`config.mk`:
```
export PLATFORM = sky130hd
export DESIGN_NAME = exc_entry_seq
export DESIGN_NICKNAME = d
export VERILOG_FILES = /design/src/rtl/exc_seq_pkg.sv /design/src/rtl/exc_seq_arb.sv /design/src/rtl/exc_seq_psr.sv /design/src/rtl/exc_entry_seq.sv
export SDC_FILE = /design/constraint.sdc
export NUM_CORES = 1
export LEC_CHECK = 0
export BUFFER_PORTS_ARGS = -buffer_cell sky130_fd_sc_hd__clkbuf_2
export CAP_MARGIN = 20
export CELL_PAD_IN_SITES_DETAIL_PLACEMENT = 0
export CELL_PAD_IN_SITES_GLOBAL_PLACEMENT = 2
export CORE_ASPECT_RATIO = 0.9
export CORE_MARGIN = 10
export CORE_UTILIZATION = 23
export CTS_CLUSTER_SIZE = 28
export DETAILED_ROUTE_END_ITERATION = 7
export PLACE_DENSITY = 0.95
export SLEW_MARGIN = 20
export SYNTH_ARGS = -nofsm -noshare
export SYNTH_HDL_FRONTEND = slang
export SYNTH_SLANG_ARGS = --single-unit
```
`constraint.sdc`:
```
create_clock -name clk -period 4.4 [get_ports clk]
set_clock_uncertainty 0.2 [all_clocks]
set_input_delay 0.22 -clock clk [delete_from_list [all_inputs] [get_ports clk]]
set_output_delay 0.22 -clock clk [all_outputs]
set_load 0.05 [all_outputs]
```
`src/rtl/exc_seq_pkg.sv`:
```
package exc_seq_pkg;

    localparam int NUM_SRC   = 7;
    localparam int XLEN      = 32;
    localparam int KIND_W    = $clog2(NUM_SRC);
    localparam int MODE_W    = 5;

    localparam int PSR_T_BIT = 5;
    localparam int PSR_F_BIT = 6;
    localparam int PSR_I_BIT = 7;
    localparam int PSR_J_BIT = 24;

    typedef enum logic [KIND_W-1:0] {
        SRC_RST  = 3'd0,
        SRC_UND  = 3'd1,
        SRC_SVC  = 3'd2,
        SRC_PABT = 3'd3,
        SRC_DABT = 3'd4,
        SRC_IRQ  = 3'd5,
        SRC_FIQ  = 3'd6
    } exc_src_e;

    typedef struct packed {
        logic [XLEN-1:0] lr;
        logic [XLEN-1:0] spsr;
        logic [XLEN-1:0] psr;
        logic [XLEN-1:0] pc;
        exc_src_e        src;
    } exc_entry_t;

    // Rank 0 is the most urgent source.
    function automatic exc_src_e src_at_rank(input int rank);
        case (rank)
            0:       return SRC_RST;
            1:       return SRC_DABT;
            2:       return SRC_FIQ;
            3:       return SRC_IRQ;
            4:       return SRC_PABT;
            5:       return SRC_UND;
            default: return SRC_SVC;
        endcase
    endfunction

    function automatic logic [XLEN-1:0] vector_of(input exc_src_e s);
        case (s)
            SRC_RST:  return 32'h0000_0000;
            SRC_UND:  return 32'h0000_0004;
            SRC_SVC:  return 32'h0000_0008;
            SRC_PABT: return 32'h0000_000C;
            SRC_DABT: return 32'h0000_0010;
            SRC_IRQ:  return 32'h0000_0018;
            default:  return 32'h0000_001C;
        endcase
    endfunction

    function automatic logic [MODE_W-1:0] mode_of(input exc_src_e s);
        case (s)
            SRC_FIQ:            return 5'b10001;
            SRC_IRQ:            return 5'b10010;
            SRC_PABT, SRC_DABT: return 5'b10111;
            SRC_UND:            return 5'b11011;
            default:            return 5'b10011;
        endcase
    endfunction

endpackage

```
`src/rtl/exc_seq_arb.sv`:
```
module exc_seq_arb
    import exc_seq_pkg::*;
(
    input  logic [NUM_SRC-1:0] req,
    input  logic               irq_off,
    input  logic               fiq_off,
    output logic               hit,
    output exc_src_e           win
);
    logic [NUM_SRC-1:0] live;

    // Per-source gating: only the two interrupt lines have a disable bit.
    for (genvar g = 0; g < NUM_SRC; g++) begin : g_gate
        if (g == int'(SRC_IRQ)) begin : g_irq
            assign live[g] = req[g] & ~irq_off;
        end else if (g == int'(SRC_FIQ)) begin : g_fiq
            assign live[g] = req[g] & ~fiq_off;
        end else begin : g_plain
            assign live[g] = req[g];
        end
    end

    // Walk from least to most urgent so the most urgent live source wins.
    always_comb begin
        win = SRC_SVC;
        for (int r = NUM_SRC - 1; r >= 0; r--) begin
            if (live[int'(src_at_rank(r))]) win = src_at_rank(r);
        end
    end

    assign hit = |live;
endmodule

```
`src/rtl/exc_seq_psr.sv`:
```
module exc_seq_psr
    import exc_seq_pkg::*;
(
    input  logic [XLEN-1:0] old_psr,
    input  exc_src_e        src,
    output logic [XLEN-1:0] upd_psr
);
    always_comb begin
        upd_psr               = old_psr;
        upd_psr[PSR_T_BIT]    = 1'b0;
        upd_psr[PSR_J_BIT]    = 1'b0;
        upd_psr[PSR_I_BIT]    = 1'b1;
        if (src == SRC_FIQ || src == SRC_RST) upd_psr[PSR_F_BIT] = 1'b1;
        upd_psr[MODE_W-1:0]   = mode_of(src);
    end
endmodule

```
`src/rtl/exc_entry_seq.sv`:
```
module exc_entry_seq
    import exc_seq_pkg::*;
(
    input  logic                  clk,
    input  logic                  rst,
    input  logic [NUM_SRC-1:0]    exc_req,
    input  logic [XLEN-1:0]       ret_pc,
    input  logic [XLEN-1:0]       cur_psr,
    output logic                  wr_valid,
    output logic [KIND_W-1:0]     exc_kind,
    output logic [XLEN-1:0]       lr_data,
    output logic [XLEN-1:0]       spsr_data,
    output logic [XLEN-1:0]       new_psr,
    output logic [XLEN-1:0]       new_pc
);
    logic            take;
    exc_src_e        winner;
    logic [XLEN-1:0] psr_next;
    exc_entry_t      nxt_q, ent_q;
    logic            vld_q;

    exc_seq_arb u_arb (
        .req     (exc_req),
        .irq_off (cur_psr[PSR_I_BIT]),
        .fiq_off (cur_psr[PSR_F_BIT]),
        .hit     (take),
        .win     (winner)
    );

    exc_seq_psr u_psr (
        .old_psr (cur_psr),
        .src     (winner),
        .upd_psr (psr_next)
    );

    always_comb begin
        nxt_q.lr   = ret_pc;
        nxt_q.spsr = cur_psr;
        nxt_q.psr  = psr_next;
        nxt_q.pc   = vector_of(winner);
        nxt_q.src  = winner;
    end

    always_ff @(posedge clk) begin
        if (rst) begin
            vld_q <= 1'b0;
            ent_q <= '0;
        end else begin
            vld_q <= take;
            if (take) ent_q <= nxt_q;
        end
    end

    assign wr_valid  = vld_q;
    assign exc_kind  = ent_q.src;
    assign lr_data   = ent_q.lr;
    assign spsr_data = ent_q.spsr;
    assign new_psr   = ent_q.psr;
    assign new_pc    = ent_q.pc;
endmodule

```
---- Word-level counts from Yosys, hierarchy flattened ----
Index checks and enable logic that the tools add are counted.
storage, ports and cells
  register bits ........................... 130
  input bits .............................. 73
  output and inout port bits .............. 132
  word-level logic and storage cells ...... 29
operators by class
  eq/ne operators ......................... 6
  multiplexer cells ....................... 9
  bitwise gates (word level) .............. 4
  reduce and logical (&&, ||, !) cells .... 4
operator list
  operator                                                         number
  5-bit one-hot mux with 6 select lines                            1
  4-bit one-hot mux with 4 select lines                            1
  3-bit 2-to-1 mux                                                 5
  3-bit == test, second input constant                             3
  7-bit OR reduction                                               1
  3-bit by 2-bit == test with 1-bit output, second input constant  2
  3-bit by 1-bit == test with 1-bit output, second input constant  1
  3-bit logical NOT                                                1
  1-bit bitwise AND                                                2
  2-bit 2-to-1 mux                                                 1
  1-bit inverter                                                   2
  2-bit OR reduction                                               1
  1-bit logical OR                                                 1
  1-bit 2-to-1 mux                                                 1

---- Logic depth before layout (Yosys ltp) ----
  word-level depth ........................ 9
  depth in mapped cells ................... 7

---- Cells and area by module ----
A second synthesis with hierarchy kept.
second synthesis, totals
  cell total of the unflattened synthesis .. 413
  area, all modules ....................... 4210.3 um^2
modules (own cells, without submodules)
  module         instances  cells each  area an instance (um^2)  sequential area each (um^2)
  exc_entry_seq  1          364         3880.0                   2062.0
  exc_seq_psr    1          37          265.3                    0.0
  exc_seq_arb    1          12          65.1                     0.0

---- Least setup slack after synthesis ----
OpenSTA, ideal clock, no wires.
  path kind ............................... input -> register
  start ................................... in cur_psr[6]
  end ..................................... reg ent_q (netlist bit new_psr[6])
  setup time .............................. 0.131 ns
  arrival ................................. 1.271 ns
  required time ........................... 4.069 ns
  path slack .............................. 2.798 ns
  cell stages on the path ................. 6
  path buffers ............................ 2
  cells stage by stage .................... nand2b_1 > and4_1 > buf_4 > buf_6 > a2111oi_0 > nor3_1
on the way
  cells in the longest elaborated chain, start to end .. 8
RTL lines
  what                                                       line                 text
  from (decl)                                                exc_entry_seq.sv:8   input logic [XLEN-1:0] cur_psr,
  1-bit inverter                                             exc_seq_arb.sv:17    assign live[g] = req[g] & ~fiq_off;
  1-bit bitwise AND                                          exc_seq_arb.sv:17
  3-bit 2-to-1 mux (3 in series)                             exc_seq_arb.sv:27    if (live[int'(src_at_rank(r))]) win = src_at_rank(r);
  3-bit == test / 3-bit logical NOT (equally long branches)  exc_seq_psr.sv:13    if (src == SRC_FIQ || src == SRC_RST) upd_psr[PSR_F_BIT] = 1'b1;
  1-bit logical OR                                           exc_seq_psr.sv:13
  1-bit 2-to-1 mux                                           exc_seq_psr.sv:13
  to (signal assigned)                                       exc_entry_seq.sv:50  if (take) ent_q <= nxt_q;
  to (decl)                                                  exc_entry_seq.sv:19  exc_entry_t nxt_q, ent_q;
Parallel ways exist; a longest one is shown, timed or not.
A chain may end at the register's enable or synchronous reset.

---- Final worst setup path ----
  start ................................... in cur_psr[6]
  end ..................................... reg ent_q (netlist bit new_psr[3])
on the way
  cells in the longest elaborated chain, start to end .. 8
RTL lines
  what                                                                              line               text
  1-bit inverter (*)                                                                exc_seq_arb.sv:17
  1-bit bitwise AND (*)                                                             exc_seq_arb.sv:17
  3-bit 2-to-1 mux (3 in series)                                                    exc_seq_arb.sv:27
  3-bit by 2-bit == test with 1-bit output / 3-bit == test (equally long branches)  exc_seq_pkg.sv:57  case (s)
  2-bit OR reduction                                                                exc_seq_pkg.sv:57
  4-bit one-hot mux with 4 select lines                                             exc_seq_pkg.sv:57
Every way passes the cells marked *; elsewhere a longest branch is shown, timed or not.

==> impl_metrics.ini <==
[drt]
drt_first_pass_iters = 4
drc = 0
via_count = 3164
routedWlPerCell_um = 13.83
ant_nets = 0
drt_iter0_markers = 84
viasPerCell = 4.098
wirelength_um = 10680

[placement]
place_area_um2 = 3849
place_ws_ns = 1.811
hpwl_um = 7575
gp_congestion = 0.7820
dp_cells = 690
numPortBuffers = 173

[min_path]
hold_path_class = in2reg
holdPathStages = 4

[floorplan]
die_area_um2 = 18920
core_area_um2 = 13460
die_y_um = 131.5
io_pins = 205
chipWidth_um = 143.9
rows = 40
start_util_pct = 23.60

[grt]
grt_use_total_pct = 11.01
grt_overflow = 0
grt_start_max_net_pins = 74
grt_pass1_vias = 3415
grt_pass1_wl_um = 17000
antenna_found_initial = 0

[synthesis]
yosysSeqAreaShare_pct = 48.52
ys_ff_latch = 77
synthXorXnorAreaFrac_pct = 0
syn_area_um2 = 3177
synth_fa_ha_area_share_pct = 0
synth_mux_area_share_pct = 0
synth-compound-area-share_pct = 13.43
avgSynthCellArea_um2 = 8.022
synth_top_family_by_area = simple AND/OR/NAND/NOR gates
synth-warning-count = 0
ys_types = 29
synth_cells = 396
yosys.area_share.simple_pct = 20.60

[clock_network]
cts_tree = yes
cts_resized = 0
htree_levels = 3
postCtsSetupBuffers = 0
clkTransAtPathRegs_ns = 0.06
clock_path_buffers = 2
clk_latency_ns = 0.33
cts_root_buffer = clkbuf_16
cts_buffers = 9
cts_sinks = 77
hold_buffers = 65

[sta]
period_share_pct = 51.84
rsz0062_at_grt = no
fin_ws_ns = 2.119
hold_ws_ns = 0.02935
fin_setup_tns_ns = 0
maxClockFrequency_mhz = 438.5
finalSetupViolations = 0
slew_violations = 0
finalHoldViolCount = 0
finalCriticalPeriod_ns = 2.281
tightestPinTransition_ns = 0.9099
max_slew_margin_pct = 39.34

[setup_path]
critical_path_required_ns = 4.48
startpoint_type = input port
cp.arrival_ns = 2.36
setup.worst_path.class = in2reg
end_kind = flop
rr_worst_depth = 2
cp_max_fo = 37

[layout]
n_fill_cell = 1400
multi_input_comb_area_um2 = 1209
fin_area_um2 = 4880
nets = 672
drive_gt1_share_pct = 32.62
seqCellArea_um2 = 1541
stdcell_count = 772
fin_util_pct = 36.25
antennaDiodeCount = 0
syn2layout_area_growth_pct = 53.60

[pwr]
p_per_area_nw_per_um2 = 425.9
power_frac_seq_pct = 36.7
p_clk_share_pct = 42.1
power.switching_mw = 0.6238
ir_drop_mv = 0.1612
power_frac_comb_pct = 21.2
power.share.switching_pct = 30.01
p_int_mw = 1.455
power_mw = 2.078
p_leak_nw = 2.416

[flow_run]
drv_cap = 0

[status]
status = completed
-- layout make-up --
type | instances | share of cell area [%]
repair buffers | 241 | 31.79
flip-flops and latches | 77 | 31.59
multi-input cells | 268 | 24.77
clock buffers | 13 | 5.538
well taps | 168 | 4.308
clock inverters | 3 | 1.846
inverters | 2 | 0.1538
-- path summary, 6_finish.rpt --
path                                  from    endpoint  slack (ns)
worst max register to register  new_psr[3]  new_psr[3]        3.42
worst max-delay path            cur_psr[6]  new_psr[3]        2.12
worst min register to register  lr_data[1]  lr_data[1]        0.25
worst min-delay path            exc_req[2]   new_pc[4]        0.03
-- critical path: stages --
cell and delay, ns:
dlygate4sd3_1 0.53, clkbuf_2 0.14, nand2b_1 0.27, nand4_4 0.50, buf_12 0.37, nor3b_1 0.19, a31o_2 0.13
-- kinds of logic (layout without fill, tap and decap cells) --
family / after synthesis / after routing
AOI/OAI and AO/OA: 78 / 78
buffers and inverters: 81 / 259
DFF: 77 / 77
other: 1 / 31
and+or+nand+nor: 159 / 159
-- state kept, by name (all words and copies together) (netlist names) --
register / count
lr_data: 32
new_psr: 6
new_pc: 3
exc_kind: 3
wr_valid: 1
spsr_data: 32
-- cells in the final DEF (no fill, tap or decap), types with 3 or more instances in the layout --
cell type,netlist,routed
dfxtp_1,77,77
nor2_1,12,12
clkbuf_2,0,173
a21oi_1,66,66
bufinv_16,0,3
nor3_1,4,4
dlygate4sd3_1,0,65
nand2b_1,4,4
conb_1,1,31
clkbuf_16,0,9
nand2_1,132,132
clkbuf_8,0,3
-- layer usage --
layer | share of wire [%] | GRT usage (%) | vias to the layer above
li1 | - | - | 1601
met1 | 40 | 11.31 | 1432
met2 | 50 | 19.31 | 115
met3 | 8.0 | 4.359 | 16
met4 | 2.5 | 4.478 | 0
met5 | 0 | 0 | -
-- cell usage after synthesis --
library cell | instances | area (µm²)
o21ai_0 | 1 | 5.000
o31ai_1 | 2 | 15.01
a311oi_1 | 2 | 17.52
a2111oi_0 | 1 | 8.760
buf_2 | 5 | 25.02
clkbuf_1 | 14 | 52.55
inv_1 | 2 | 7.510
nand2b_1 | 4 | 25.02
a31o_2 | 1 | 8.760
nand2_1 | 132 | 495.5
nor4_4 | 1 | 21.27
a211oi_1 | 1 | 7.510
a21oi_1 | 66 | 330.3
nand4_1 | 1 | 6.260
buf_6 | 1 | 11.26
nand4_2 | 1 | 12.51
dfxtp_1 | 77 | 1541
nor3b_1 | 1 | 7.510
o311ai_0 | 1 | 8.760
a22oi_1 | 1 | 7.510
nor2_1 | 12 | 45.04
a21oi_2 | 2 | 17.52
nor3_1 | 4 | 20.02
buf_4 | 56 | 420.4
buf_1 | 1 | 3.750
and4_1 | 1 | 8.760
nor2b_1 | 2 | 12.51
conb_1 | 1 | 3.750
buf_8 | 2 | 30.03
-- power groups by stage --
stage | Clock, mW | Combinational, mW | Sequential (mW)
global placement | 0 | 0.396 | 0.775
global route | 0.935 | 0.467 | 0.767
floorplan | 0 | 0.195 | 0.910
finish | 0.875 | 0.442 | 0.762
CTS | 0.904 | 0.443 | 0.762
detailed placement | 0 | 0.398 | 0.776
(Power assumes the default switching activity.)
